**src/rtl/gpio_port_pkg.sv**
```systemverilog
package gpio_port_pkg;

    localparam int REG_AW = 3;

    typedef enum logic [REG_AW-1:0] {
        RS_DIR   = 3'd0,
        RS_DOUT  = 3'd1,
        RS_DIN   = 3'd2,
        RS_STYLE = 3'd3,
        RS_PEN   = 3'd4,
        RS_PDN   = 3'd5,
        RS_LOCK  = 3'd6,
        RS_NONE  = 3'd7
    } reg_sel_e;

    typedef struct packed {
        logic dir;
        logic dout;
        logic od;
        logic pen;
        logic pdn;
    } pin_cfg_t;

    typedef struct packed {
        logic drv;
        logic oe;
        logic pu;
        logic pd;
    } pad_ctl_t;

    function automatic pad_ctl_t pad_from_cfg(pin_cfg_t c);
        pad_ctl_t p;
        p.drv = c.dout & ~c.od;
        p.oe  = c.dir & (~c.od | ~c.dout);
        p.pu  = c.pen & ~c.pdn;
        p.pd  = c.pen & c.pdn;
        return p;
    endfunction

endpackage

```
**src/rtl/gpio_cfg_bank.sv**
```systemverilog
module gpio_cfg_bank
    import gpio_port_pkg::*;
#(
    parameter int NPINS = 8
) (
    input  logic             clk,
    input  logic             rst,
    input  logic             wr_en,
    input  reg_sel_e         wr_sel,
    input  logic [NPINS-1:0] wr_data,
    output logic [NPINS-1:0] dir_q,
    output logic [NPINS-1:0] dout_q,
    output logic [NPINS-1:0] od_q,
    output logic [NPINS-1:0] pen_q,
    output logic [NPINS-1:0] pdn_q,
    output logic [NPINS-1:0] lock_q
);

    logic [NPINS-1:0] open_m;
    logic [NPINS-1:0] merged;

    assign open_m = ~lock_q;
    assign merged = (wr_data & open_m);

    always_ff @(posedge clk) begin
        if (rst) begin
            dir_q  <= '0;
            dout_q <= '0;
            od_q   <= '0;
            pen_q  <= '0;
            pdn_q  <= '0;
            lock_q <= '0;
        end else if (wr_en) begin
            unique case (wr_sel)
                RS_DIR:   dir_q  <= (dir_q  & lock_q) | merged;
                RS_DOUT:  dout_q <= (dout_q & lock_q) | merged;
                RS_STYLE: od_q   <= (od_q   & lock_q) | merged;
                RS_PEN:   pen_q  <= (pen_q  & lock_q) | merged;
                RS_PDN:   pdn_q  <= (pdn_q  & lock_q) | merged;
                RS_LOCK:  lock_q <= lock_q | wr_data;
                default:  ;
            endcase
        end
    end

endmodule

```
**src/rtl/gpio_in_sync.sv**
```systemverilog
module gpio_in_sync #(
    parameter int NPINS  = 8,
    parameter int STAGES = 2
) (
    input  logic             clk,
    input  logic [NPINS-1:0] async_in,
    output logic [NPINS-1:0] sync_out
);

    logic [NPINS-1:0] chain [STAGES];

    always_ff @(posedge clk) chain[0] <= async_in;

    for (genvar s = 1; s < STAGES; s++) begin : g_stage
        always_ff @(posedge clk) chain[s] <= chain[s-1];
    end

    assign sync_out = chain[STAGES-1];

endmodule

```
**src/rtl/gpio_pad_drive.sv**
```systemverilog
module gpio_pad_drive
    import gpio_port_pkg::*;
#(
    parameter int NPINS = 8
) (
    input  logic [NPINS-1:0] dir_q,
    input  logic [NPINS-1:0] dout_q,
    input  logic [NPINS-1:0] od_q,
    input  logic [NPINS-1:0] pen_q,
    input  logic [NPINS-1:0] pdn_q,
    output logic [NPINS-1:0] pad_out,
    output logic [NPINS-1:0] pad_oe,
    output logic [NPINS-1:0] pad_pu,
    output logic [NPINS-1:0] pad_pd
);

    for (genvar i = 0; i < NPINS; i++) begin : g_pin
        pin_cfg_t cfg;
        pad_ctl_t ctl;
        always_comb begin
            cfg.dir  = dir_q[i];
            cfg.dout = dout_q[i];
            cfg.od   = od_q[i];
            cfg.pen  = pen_q[i];
            cfg.pdn  = pdn_q[i];
            ctl      = pad_from_cfg(cfg);
        end
        assign pad_out[i] = ctl.drv;
        assign pad_oe[i]  = ctl.oe;
        assign pad_pu[i]  = ctl.pu;
        assign pad_pd[i]  = ctl.pd;
    end

endmodule

```
**src/rtl/gpio_port_ctrl.sv**
```systemverilog
module gpio_port_ctrl
    import gpio_port_pkg::*;
#(
    parameter int NPINS       = 8,
    parameter int SYNC_STAGES = 2
) (
    input  logic              clk,
    input  logic              rst,
    input  logic [REG_AW-1:0] bus_addr,
    input  logic              bus_we,
    input  logic [NPINS-1:0]  bus_wdata,
    output logic [NPINS-1:0]  bus_rdata,
    input  logic [NPINS-1:0]  pad_in,
    output logic [NPINS-1:0]  pad_out,
    output logic [NPINS-1:0]  pad_oe,
    output logic [NPINS-1:0]  pad_pu,
    output logic [NPINS-1:0]  pad_pd
);

    reg_sel_e         sel;
    logic [NPINS-1:0] dir_q, dout_q, od_q, pen_q, pdn_q, lock_q, din_q;

    assign sel = reg_sel_e'(bus_addr);

    gpio_cfg_bank #(.NPINS(NPINS)) u_cfg (
        .clk(clk), .rst(rst), .wr_en(bus_we), .wr_sel(sel), .wr_data(bus_wdata),
        .dir_q(dir_q), .dout_q(dout_q), .od_q(od_q), .pen_q(pen_q),
        .pdn_q(pdn_q), .lock_q(lock_q)
    );

    gpio_in_sync #(.NPINS(NPINS), .STAGES(SYNC_STAGES)) u_sync (
        .clk(clk), .async_in(pad_in), .sync_out(din_q)
    );

    gpio_pad_drive #(.NPINS(NPINS)) u_drive (
        .dir_q(dir_q), .dout_q(dout_q), .od_q(od_q), .pen_q(pen_q), .pdn_q(pdn_q),
        .pad_out(pad_out), .pad_oe(pad_oe), .pad_pu(pad_pu), .pad_pd(pad_pd)
    );

    always_comb begin
        unique case (sel)
            RS_DIR:   bus_rdata = dir_q;
            RS_DOUT:  bus_rdata = dout_q;
            RS_DIN:   bus_rdata = din_q;
            RS_STYLE: bus_rdata = od_q;
            RS_PEN:   bus_rdata = pen_q;
            RS_PDN:   bus_rdata = pdn_q;
            RS_LOCK:  bus_rdata = lock_q;
            default:  bus_rdata = '0;
        endcase
    end

endmodule

```
**config.mk**
```make
export PLATFORM = sky130hd
export DESIGN_NAME = gpio_port_ctrl
export DESIGN_NICKNAME = d
export VERILOG_FILES = /design/src/rtl/gpio_port_pkg.sv /design/src/rtl/gpio_cfg_bank.sv /design/src/rtl/gpio_in_sync.sv /design/src/rtl/gpio_pad_drive.sv /design/src/rtl/gpio_port_ctrl.sv
export SDC_FILE = /design/constraint.sdc
export NUM_CORES = 1
export LEC_CHECK = 0
export BUFFER_PORTS_ARGS = -buffer_cell sky130_fd_sc_hd__buf_2
export CAP_MARGIN = 20
export CORE_MARGIN = 10
export CORE_UTILIZATION = 59
export DETAILED_ROUTE_END_ITERATION = 8
export PLACE_DENSITY = 0.84
export SLEW_MARGIN = 20
export SYNTH_ARGS = -nofsm -noshare
export SYNTH_HDL_FRONTEND = slang
export SYNTH_SLANG_ARGS = --single-unit
export TNS_END_PERCENT = 20
```
**constraint.sdc**
```tcl
create_clock -name clk -period 2.2 [get_ports clk]
set_input_delay 0.44 -clock clk [delete_from_list [all_inputs] [get_ports clk]]
set_output_delay 0.44 -clock clk [all_outputs]
set_load 0.01 [all_outputs]
```
==> reports/metrics.yaml, run 1 <==
clocking:
  cts_root_buffer: "clkbuf_8"
  cts_buffer_depth: 2
  tritoncts: "yes"
  htreeDepth: 3
  cts.clk_slew.worst_paths_ps: 70
  cts_sinks: 64
  clkLatencyLatePin_ps: 340
  postCtsSetupBuffers: 0
  hold_buffers: 0
  cts_buffers: 9
synthesis:
  avgSynthCellArea_um2: 9.78
  ys_seq_elements: 64
  syn_nets: 348
  synthDistinctLibCells: 34
  ys_seq_area_share_pct: 40.2
  synth_cells: 326
  yosysWarnings: 0
  synth.cell_area_um2: 3190
timing:
  slew_headroom_pct: 72.6
  finalSetupViolCount: 0
  fin_crit_ps: 2110
  maxSlewViolCount: 0
  hold_viol: 0
  grt_setup_unrepaired: "false"
  max_freq_mhz: 474
  fin_setup_tns_ps: 0
  fin_worst_skew_ps: 3.30
  period_share_pct: 95.9
  worstMarginPinSlew_ps: 411
routing:
  drt_wl_total_um: 7500
  antenna_left: 0
  drtPass1Iterations: 4
  detail_route.vias_per_cell: 5.60
  num_vias: 2559
  avgRoutedWirePerCell_um: 16.4
  drt_iter0_drc: 176
  drc: 0
power_and_ir_drop:
  power_density_nw_per_um2: 635
  p_comb_share_pct: 9.7
  p_leak_nw: 1.62
  switchingPower_w: 0.000581
  ir_drop_uv: 419
  p_seq_share_pct: 52.8
  clockPowerShare_pct: 37.5
  switching_share_pct: 25.2
  finalPower_w: 0.00231
  internal-power_w: 0.00173
die:
  die_area_um2: 8740
  floorplan.initialDensity_pct: 61.6
  die_w_um: 93.5
  core_area_um2: 5170
  die_h_um: 93.5
  io_pins: 62
  rows: 26
global_route:
  overflow: 0
  antenna_found_initial: 0
  grt_pass1_vias: 2571
  track_usage_pct: 17.7
  grt_pass1_wl_um: 12600
  grt_max_degree: 34
job:
  drv_cap: 0
final_layout:
  final_cell_mix: "dfxtp_1 (64), buf_2 (60), nand2b_1 (41)"
  nFillCells: 409
  area_growth_pct: 14.1
  insertedDiodeCount: 0
  layout.nets: 404
  drive_gt1_share_pct: 26.9
  final_common_cell: "dfxtp_1"
placement:
  gp_congestion: 0.871
  post-dp-hpwl_um: 5390
  io_buffers: 61
worst_setup_path:
  path_class: "in -> out"
  critPathCaptureType: "output pin"
  crit_required_ps: 1760
  cp_max_fo: 17
  arrival_ps: 1670
  cp-start-kind: "input port"
run_status:
  status: "finished, final reports clean"
worst_hold_path:
  hp-class: "in -> reg"
## cells in the mapped netlist
master | instances | share of area [%]
nand2_1 | 1 | 0.12
and2_1 | 8 | 1.6
and4b_2 | 1 | 0.35
clkbuf_8 | 6 | 2.6
a22oi_1 | 4 | 0.94
o221a_2 | 3 | 1.1
a221oi_1 | 3 | 0.82
a21oi_1 | 8 | 1.3
nor4b_4 | 1 | 0.75
a2bb2oi_1 | 1 | 0.27
or3_1 | 3 | 0.59
o31ai_1 | 24 | 5.7
inv_1 | 4 | 0.47
nand4bb_4 | 1 | 0.86
nand4b_4 | 1 | 0.75
nor2_1 | 12 | 1.4
nand3_1 | 4 | 0.63
nor2b_1 | 38 | 7.5
clkbuf_1 | 11 | 1.3
mux4_2 | 1 | 0.71
mux2i_1 | 26 | 8.2
and2b_2 | 2 | 0.55
dfxtp_1 | 64 | 40
nand2b_1 | 41 | 8.0
o21ai_0 | 22 | 3.5
nand4b_1 | 1 | 0.27
a32oi_1 | 4 | 1.1
a21boi_0 | 8 | 1.9
and4bb_2 | 1 | 0.39
and2b_1 | 1 | 0.24
o211ai_1 | 4 | 0.94
buf_2 | 4 | 0.63
buf_6 | 5 | 1.8
mux2_2 | 8 | 2.8
## routing by layer
layer,share of wire (%),global-route usage [%]
met1,42,20.9
met2,48,28.9
met3,7.9,4.80
met4,2.3,8.48
met5,0,0
## layout make-up
cell class / instances / area [um^2] / area share, %
multi-input combinational: 232 / 1690 / 46.5
sequential: 64 / 1280 / 35.2
timing repair buffer: 71 / 395 / 10.9
clock buffer: 12 / 145 / 3.99
tap: 70 / 87.6 / 2.41
clock inverter: 4 / 20.0 / 0.551
inverter: 4 / 15.0 / 0.413
## final timing paths
| check | to | depth (start not counted) | startpoint | slack, ps |
|---|---|---|---|---|
| worst max-delay path | bus_rdata[5] | 4 | bus_addr[0] | 90 |
| worst min-delay path | u_sync.chain[0][5]$_DFF_P_ | 1 | pad_in[5] | 200 |
| worst max register to register | register | 2 | u_cfg.lock_q[3]$_SDFFE_PP0P_ | 1220 |
| worst min register to register | u_sync.chain[0][12]$_DFF_P_ | 0 | u_sync.chain[0][4]$_DFF_P_ | 330 |
## critical path, stage by stage
cell	delay [ps]
buf_2	320
and2b_2	340
a221oi_1	370
buf_2	200
## cells by family (layout without fill, tap and decap cells)
group           after synthesis  in the layout  share of synthesized area, %
mux                          35             35                          11.7
compound gates               81             81                          17.4
flops                        64             64                          40.2
simple gates                116            116                          24.0
buf+inv                      30             91                          6.75
## power by group through the flow
stage | Clock [W] | Combinational, W | Sequential, W
final | 0.000866 | 0.000223 | 0.00122
after global routing | 0.000918 | 0.000244 | 0.00122
after global placement | 0 | 0.000217 | 0.00124
after floorplan | 0 | 0.000163 | 0.00123
after detailed placement | 0 | 0.000222 | 0.00124
after CTS | 0.000874 | 0.000224 | 0.00122
## repair_timing
action | in CTS | in global routing
setup endpoints to repair | 0 | 2
resized for setup | 0 | 1
endpoints found under the hold margin | 0 | 0
## metrics by stage
stage               area, um^2  util [%]  hold slack, ps  std cells  worst slack [ps]
global route              3640      70.3             190        457              1.02
floorplan                 3190         -             310        326               422
finish                    3640      70.3             198        457              90.3
global placement          3470      67.1             311        441              86.4
detailed placement        3470      67.1             312        441              82.4
CTS                       3630      70.2             191        457              63.2
No activity file was read; power rests on OpenSTA's default activity.
==> run 2, diff against run 1 <==
Settings changed: ABC_AREA from default to 1, GPL_ROUTABILITY_DRIVEN from default to 1, PLACE_DENSITY 0.84 to 0.85.
==> reports/metrics.yaml, run 2 <==
run_status:
  status: "finished, final reports clean"  # unchanged
worst_setup_path:
  r2r_slack_ps: 1240  # was 1220 ps
  cp_max_fo: 18  # was 17
  cp-start-kind: "input port"  # unchanged
  path_cells: "buf_2 -> nand2_1 -> o21ai_0 -> nor2_1 -> nand2_1 -> buf_2"  # was buf_2 -> and2b_2 -> a221oi_1 -> buf_2
  worstRegToRegCells: 5  # was 2
  arrival_ps: 1580  # was 1670 ps
  path_class: "in -> out"  # unchanged
  max_stage_delay_ps: 310  # was 370 ps
  cp_slowest_cell: "buf_2"  # was a221oi_1
  crit_required_ps: 1760  # about the same
  critPathCaptureType: "output pin"  # unchanged
global_route:
  overflow: 0  # unchanged
  grt_max_degree: 26  # was 34
  grt_pass1_wl_um: 14300  # was 12600 um
  track_usage_pct: 20.4  # was 17.7%
  grt_pass1_vias: 3138  # was 2571
  antenna_found_initial: 0  # unchanged
die:
  io_pins: 62  # unchanged
  floorplan.initialDensity_pct: 60.4  # was 61.6%
  die_w_um: 92.1  # was 93.5 um
  die_h_um: 92.1  # was 93.5 um
  core_area_um2: 5070  # was 5170 um^2
  die_area_um2: 8470  # was 8740 um^2
  rows: 26  # unchanged
clocking:
  cts_sinks: 64  # unchanged
  cts_buffers: 9  # unchanged
  hold_buffers: 0  # unchanged
  cts.clk_slew.worst_paths_ps: 70  # about the same
  cts_root_buffer: "clkbuf_8"  # unchanged
  tritoncts: "yes"  # unchanged
  postCtsSetupBuffers: 0  # unchanged
  clkLatencyLatePin_ps: 340  # about the same
  cts_resized: 0  # unchanged
  cts_buffer_depth: 2  # unchanged
  htreeDepth: 3  # unchanged
synthesis:
  syn_nets: 500  # was 348
  synth.most_common_cell: "nand2_1"  # was dfxtp_1
  ys_seq_elements: 64  # unchanged
  ys_seq_area_share_pct: 41.8  # was 40.2%
  synth.area.top_cells: "dfxtp_1 (42%), nand2_1 (16%), nor2_1 (13%), inv_1 (6.4%), nand3_1 (5.7%)"  # was dfxtp_1 (40%), mux2i_1 (8.2%), nand2b_1 (8.0%), nor2b_1 (7.5%), o31ai_1 (5.7%)
  avgSynthCellArea_um2: 6.41  # was 9.78 um^2
  synth_commonest_cells: "nand2_1 (132), nor2_1 (105), dfxtp_1 (64)"  # was dfxtp_1 (64), nand2b_1 (41), nor2b_1 (38)
  yosysTopAreaCell: "dfxtp_1"  # unchanged
  yosys.area.top_type_share_pct: 41.8  # was 40.2%
  synth_cells: 478  # was 326
  yosysWarnings: 0  # unchanged
  synth_enable_flop_cells: 0  # unchanged
  synth.cell_area_um2: 3060  # was 3190 um^2
  ys.flop_type: "dfxtp_1"  # unchanged
  async_reset_ff_share_pct: 0  # unchanged
  synthDistinctLibCells: 16  # was 34
placement:
  post-dp-hpwl_um: 6010  # was 5390 um
  io_buffers: 61  # unchanged
  gp_congestion: 0.869  # was 0.871
final_layout:
  area_growth_pct: 19.4  # was 14.1%
  fin_util_pct: 72.1  # was 70.3%
  final_cell_mix: "nand2_1 (132), nor2_1 (105), dfxtp_1 (64)"  # was dfxtp_1 (64), buf_2 (60), nand2b_1 (41)
  insertedDiodeCount: 0  # unchanged
  final_common_cell: "nand2_1"  # was dfxtp_1
  drive_gt1_share_pct: 18.3  # was 26.9%
  layout.nets: 571  # was 404
timing:
  fin_setup_tns_ps: 0  # unchanged
  worstMarginPinSlew_ps: 358  # was 411 ps
  grt_setup_unrepaired: "false"  # unchanged
  hold_viol: 0  # unchanged
  fin_worst_skew_ps: 6.13  # was 3.30 ps
  slew_headroom_pct: 76.1  # was 72.6%
  finalSetupViolCount: 0  # unchanged
  max_freq_mhz: 496  # was 474 MHz
  maxSlewViolCount: 0  # unchanged
  fin_crit_ps: 2020  # was 2110 ps
  period_share_pct: 91.6  # was 95.9%
routing:
  avgRoutedWirePerCell_um: 13.9  # was 16.4 um
  num_vias: 3316  # was 2559
  drc: 0  # unchanged
  drt_wl_total_um: 8650  # was 7500 um
  antenna_left: 0  # unchanged
  detail_route.vias_per_cell: 5.32  # was 5.60
  drtPass1Iterations: 5  # was 4
  drt_iter0_drc: 325  # was 176
worst_hold_path:
  hp-class: "in -> reg"  # unchanged
  hold_path_depth: 1  # unchanged
power_and_ir_drop:
  power_density_nw_per_um2: 657  # was 635 nW/um^2
  p_leak_nw: 1.98  # was 1.62 nW
  ir_drop_uv: 500  # was 419 uV
job:
  drv_cap: 0  # unchanged
-- run 2: layer usage --
layer / part of all wire (%) / track usage [%] / vias up / wire length (um)
met3: 8.5 / 5.87 / 30 / 739
met4: 3.3 / 11.1 / 0 / 288
met5: 0 / 0 / - / 0
met1: 41 / 23.0 / 1487 / 3510
li1: - / - / 1638 / -
met2: 48 / 34.1 / 161 / 4110
-- run 2: worst paths after layout --
kind                                       to                         start
hold / removal     u_sync.chain[0][5]$_DFF_P_                     pad_in[5]
hold reg to reg   u_sync.chain[0][11]$_DFF_P_    u_sync.chain[0][3]$_DFF_P_
setup / recovery                 bus_rdata[3]                   bus_addr[2]
setup reg to reg                     register  u_cfg.lock_q[3]$_SDFFE_PP0P_
-- run 2: cell type report --
cell class / count / area (um^2)
multi-input combinational: 343 / 1490
fill: 459 / 1420
sequential: 64 / 1280
timing repair buffer: 77 / 425
inverter: 54 / 203
clock buffer: 12 / 155
tap: 70 / 87.6
clock inverter: 3 / 17.5
-- run 2: metrics by stage --
step	instances	hold WS, ps	cell area, um^2	setup WS (ps)	total power [W]
after floorplan	478	310	3060	477	0.00142
after global placement	608	310	3480	256	0.00152
after detailed placement	608	313	3480	228	0.00153
after CTS	623	184	3660	215	0.00241
after global routing	623	178	3660	107	0.00251
final	623	192	3660	184	0.00240
-- run 2: cells by family (layout without fill, tap and decap cells) --
group | count (synthesis) | in the layout | share of synthesized area, %
compound gates | 39 | 39 | 6.37
flops | 64 | 64 | 41.8
simple gates | 304 | 304 | 42.2
buf+inv | 71 | 146 | 9.60
-- run 2: worst max-delay path, delay by kind of cell --
family	cells	cell delay, ps
AO/OA/AOI/OAI	1	260
buffers and inverters	2	440
AND/OR/NAND/NOR	3	440
-- run 2: where the power goes --
group          switching, W  internal [W]
clock network      0.000433      0.000460
registers         0.0000264       0.00120
logic              0.000186     0.0000930
total              0.000646       0.00176
==> run 3, diff against run 2 <==
Settings changed: CELL_PAD_IN_SITES_DETAIL_PLACEMENT from default to 0, CELL_PAD_IN_SITES_GLOBAL_PLACEMENT from default to 2, CORE_UTILIZATION 59 to 31, PLACE_DENSITY 0.85 to default, PLACE_DENSITY_LB_ADDON from default to 0.1.
==> reports/metrics.yaml, run 3 (synthesis gave the netlist of run 2 again) <==
timing:
  fin_crit_ps: 1930  # was 2020 ps
  finalSetupViolCount: 0  # unchanged
  max_freq_mhz: 517  # was 496 MHz
  fin_setup_tns_ps: 0  # unchanged
  fin_worst_skew_ps: 11.4  # was 6.13 ps
  worstMarginPinSlew_ps: 426  # was 358 ps
  hold_viol: 0  # unchanged
  slew_headroom_pct: 71.5  # was 76.1%
  grt_setup_unrepaired: "false"  # unchanged
  period_share_pct: 87.9  # was 91.6%
  maxSlewViolCount: 0  # unchanged
worst_hold_path:
  hp-class: "in -> reg"  # unchanged
  holdCritStartpoint: "pad_in[6]"  # was pad_in[5]
  hold_path_depth: 1  # unchanged
  hold_end: "u_sync.chain[0][6]$_DFF_P_"  # was u_sync.chain[0][5]$_DFF_P_
routing:
  drt_wl_total_um: 9980  # was 8650 um
  dr_wl_met3_um: 434  # was 739 um
  wl_met2_um: 4770  # was 4110 um
  highest_layer: "met4"  # unchanged
  antenna_left: 0  # unchanged
  num_vias: 3093  # was 3316
  drt-met1-wl_um: 4600  # was 3510 um
  drt_iter0_drc: 137  # was 325
  drc: 0  # unchanged
  avgRoutedWirePerCell_um: 14.5  # was 13.9 um
  detail_route.vias_per_cell: 4.48  # was 5.32
  drtPass1Iterations: 4  # was 5
die:
  rows: 36  # was 26
  floorplan.initialDensity_pct: 31.6  # was 60.4%
  die_area_um2: 14300  # was 8470 um^2
  core_area_um2: 9680  # was 5070 um^2
  die_h_um: 119  # was 92.1 um
  die_w_um: 119  # was 92.1 um
  io_pins: 62  # unchanged
worst_setup_path:
  r2r_slack_ps: 1250  # was 1240 ps
  cp-start-kind: "input port"  # unchanged
  timing.rr.start: "u_cfg.lock_q[0]$_SDFFE_PP0P_"  # was u_cfg.lock_q[3]$_SDFFE_PP0P_
  critPathCaptureType: "output pin"  # unchanged
  crit_required_ps: 1760  # about the same
  path_class: "in -> out"  # unchanged
  arrival_ps: 1490  # was 1580 ps
  cp_max_fo: 7  # was 18
  worstRegToRegCells: 5  # unchanged
clocking:
  clkLatencyLatePin_ps: 340  # about the same
  hold_buffers: 0  # unchanged
  cts_sinks: 64  # unchanged
  tritoncts: "yes"  # unchanged
  cts_resized: 0  # unchanged
  htreeDepth: 3  # unchanged
  cts_root_buffer: "clkbuf_8"  # unchanged
  cts_buffer_depth: 2  # unchanged
  postCtsSetupBuffers: 0  # unchanged
  cts_buffers: 9  # unchanged
  cts.clk_slew.worst_paths_ps: 80  # was 70 ps
global_route:
  antenna_found_initial: 0  # unchanged
  grt_pass1_vias: 3080  # was 3138
  grt_pass1_wl_um: 16200  # was 14300 um
  overflow: 0  # unchanged
  track_usage_pct: 14.3  # was 20.4%
  grt_max_degree: 25  # was 26
job:
  drv_cap: 0  # unchanged
placement:
  gp_congestion: 0.811  # was 0.869
  io_buffers: 61  # unchanged
  post-dp-hpwl_um: 7030  # was 6010 um
final_layout:
  ff_latch_area_um2: 1280  # unchanged
  multi_input_area_um2: 1490  # unchanged
  nFillCells: 1057  # was 459
  fin_util_pct: 39.3  # was 72.1%
  final_common_cell: "nand2_1"  # unchanged
  final_cell_mix: "nand2_1 (132), nor2_1 (105), dfxtp_1 (64)"  # unchanged
  insertedDiodeCount: 0  # unchanged
  area_growth_pct: 24.3  # was 19.4%
  layout.nets: 574  # was 571
  drive_gt1_share_pct: 18.9  # was 18.3%
power_and_ir_drop:
  power_density_nw_per_um2: 697  # was 657 nW/um^2
  p_leak_nw: 2.01  # was 1.98 nW
  ir_drop_uv: 397  # was 500 uV
run_status:
  status: "finished, final reports clean"  # unchanged
run 3: layer usage:
layer,vias up,global-route usage (%)
met4,0,4.60
met1,1371,17.4
met3,13,3.73
met5,-,0
met2,61,23.9
li1,1648,-
run 3: worst max path at each step:
| stage | slack (ps) | endpoint | cells after the start | start |
|---|---|---|---|---|
| after global routing | 130 | bus_rdata[2] | 9 | bus_addr[0] |
| final | 270 | bus_rdata[2] | 7 | bus_addr[0] |
| after CTS | 240 | bus_rdata[2] | 7 | bus_addr[0] |
| after floorplan | 480 | bus_rdata[0] | 6 | bus_addr[0] |
| after global placement | 260 | bus_rdata[2] | 7 | bus_addr[1] |
| after detailed placement | 240 | bus_rdata[2] | 7 | bus_addr[0] |
run 3: per-stage QoR:
stage	cells	cell area, um^2	hold slack (ps)	setup WS (ps)	power, W
2_1_floorplan	478	3060	310	477	0.00142
5_1_grt	690	3810	172	127	0.00279
3_3_place_gp	674	3590	310	261	0.00155
4_1_cts	690	3810	172	235	0.00270
6_report	690	3810	194	267	0.00266
3_5_place_dp	674	3590	312	241	0.00155
run 3: cell type report:
class                   count  share of cell area, %
repair buffers             80                   11.8
flip-flops and latches     64                   33.7
clock inverters             5                   2.10
well taps                 133                   4.37
clock buffers              11                   3.71
multi-input cells         343                   39.1
inverters                  54                   5.32
run 3: power by group:
part / leakage, nW / switching (W) / internal [W] / total (W)
logic: 1.38 / 0.000193 / 0.0000951 / 0.000288
clock network: 0.106 / 0.000472 / 0.000668 / 0.00114
registers: 0.525 / 0.0000247 / 0.00120 / 0.00123
total: 2.01 / 0.000689 / 0.00197 / 0.00266
run 3: critical path, cell delays in order:
cell	delay, ps
buf_2	160
nor2_2	100
nand2_1	280
o21ai_0	260
nor2_1	60
nand2_1	70
buf_2	130
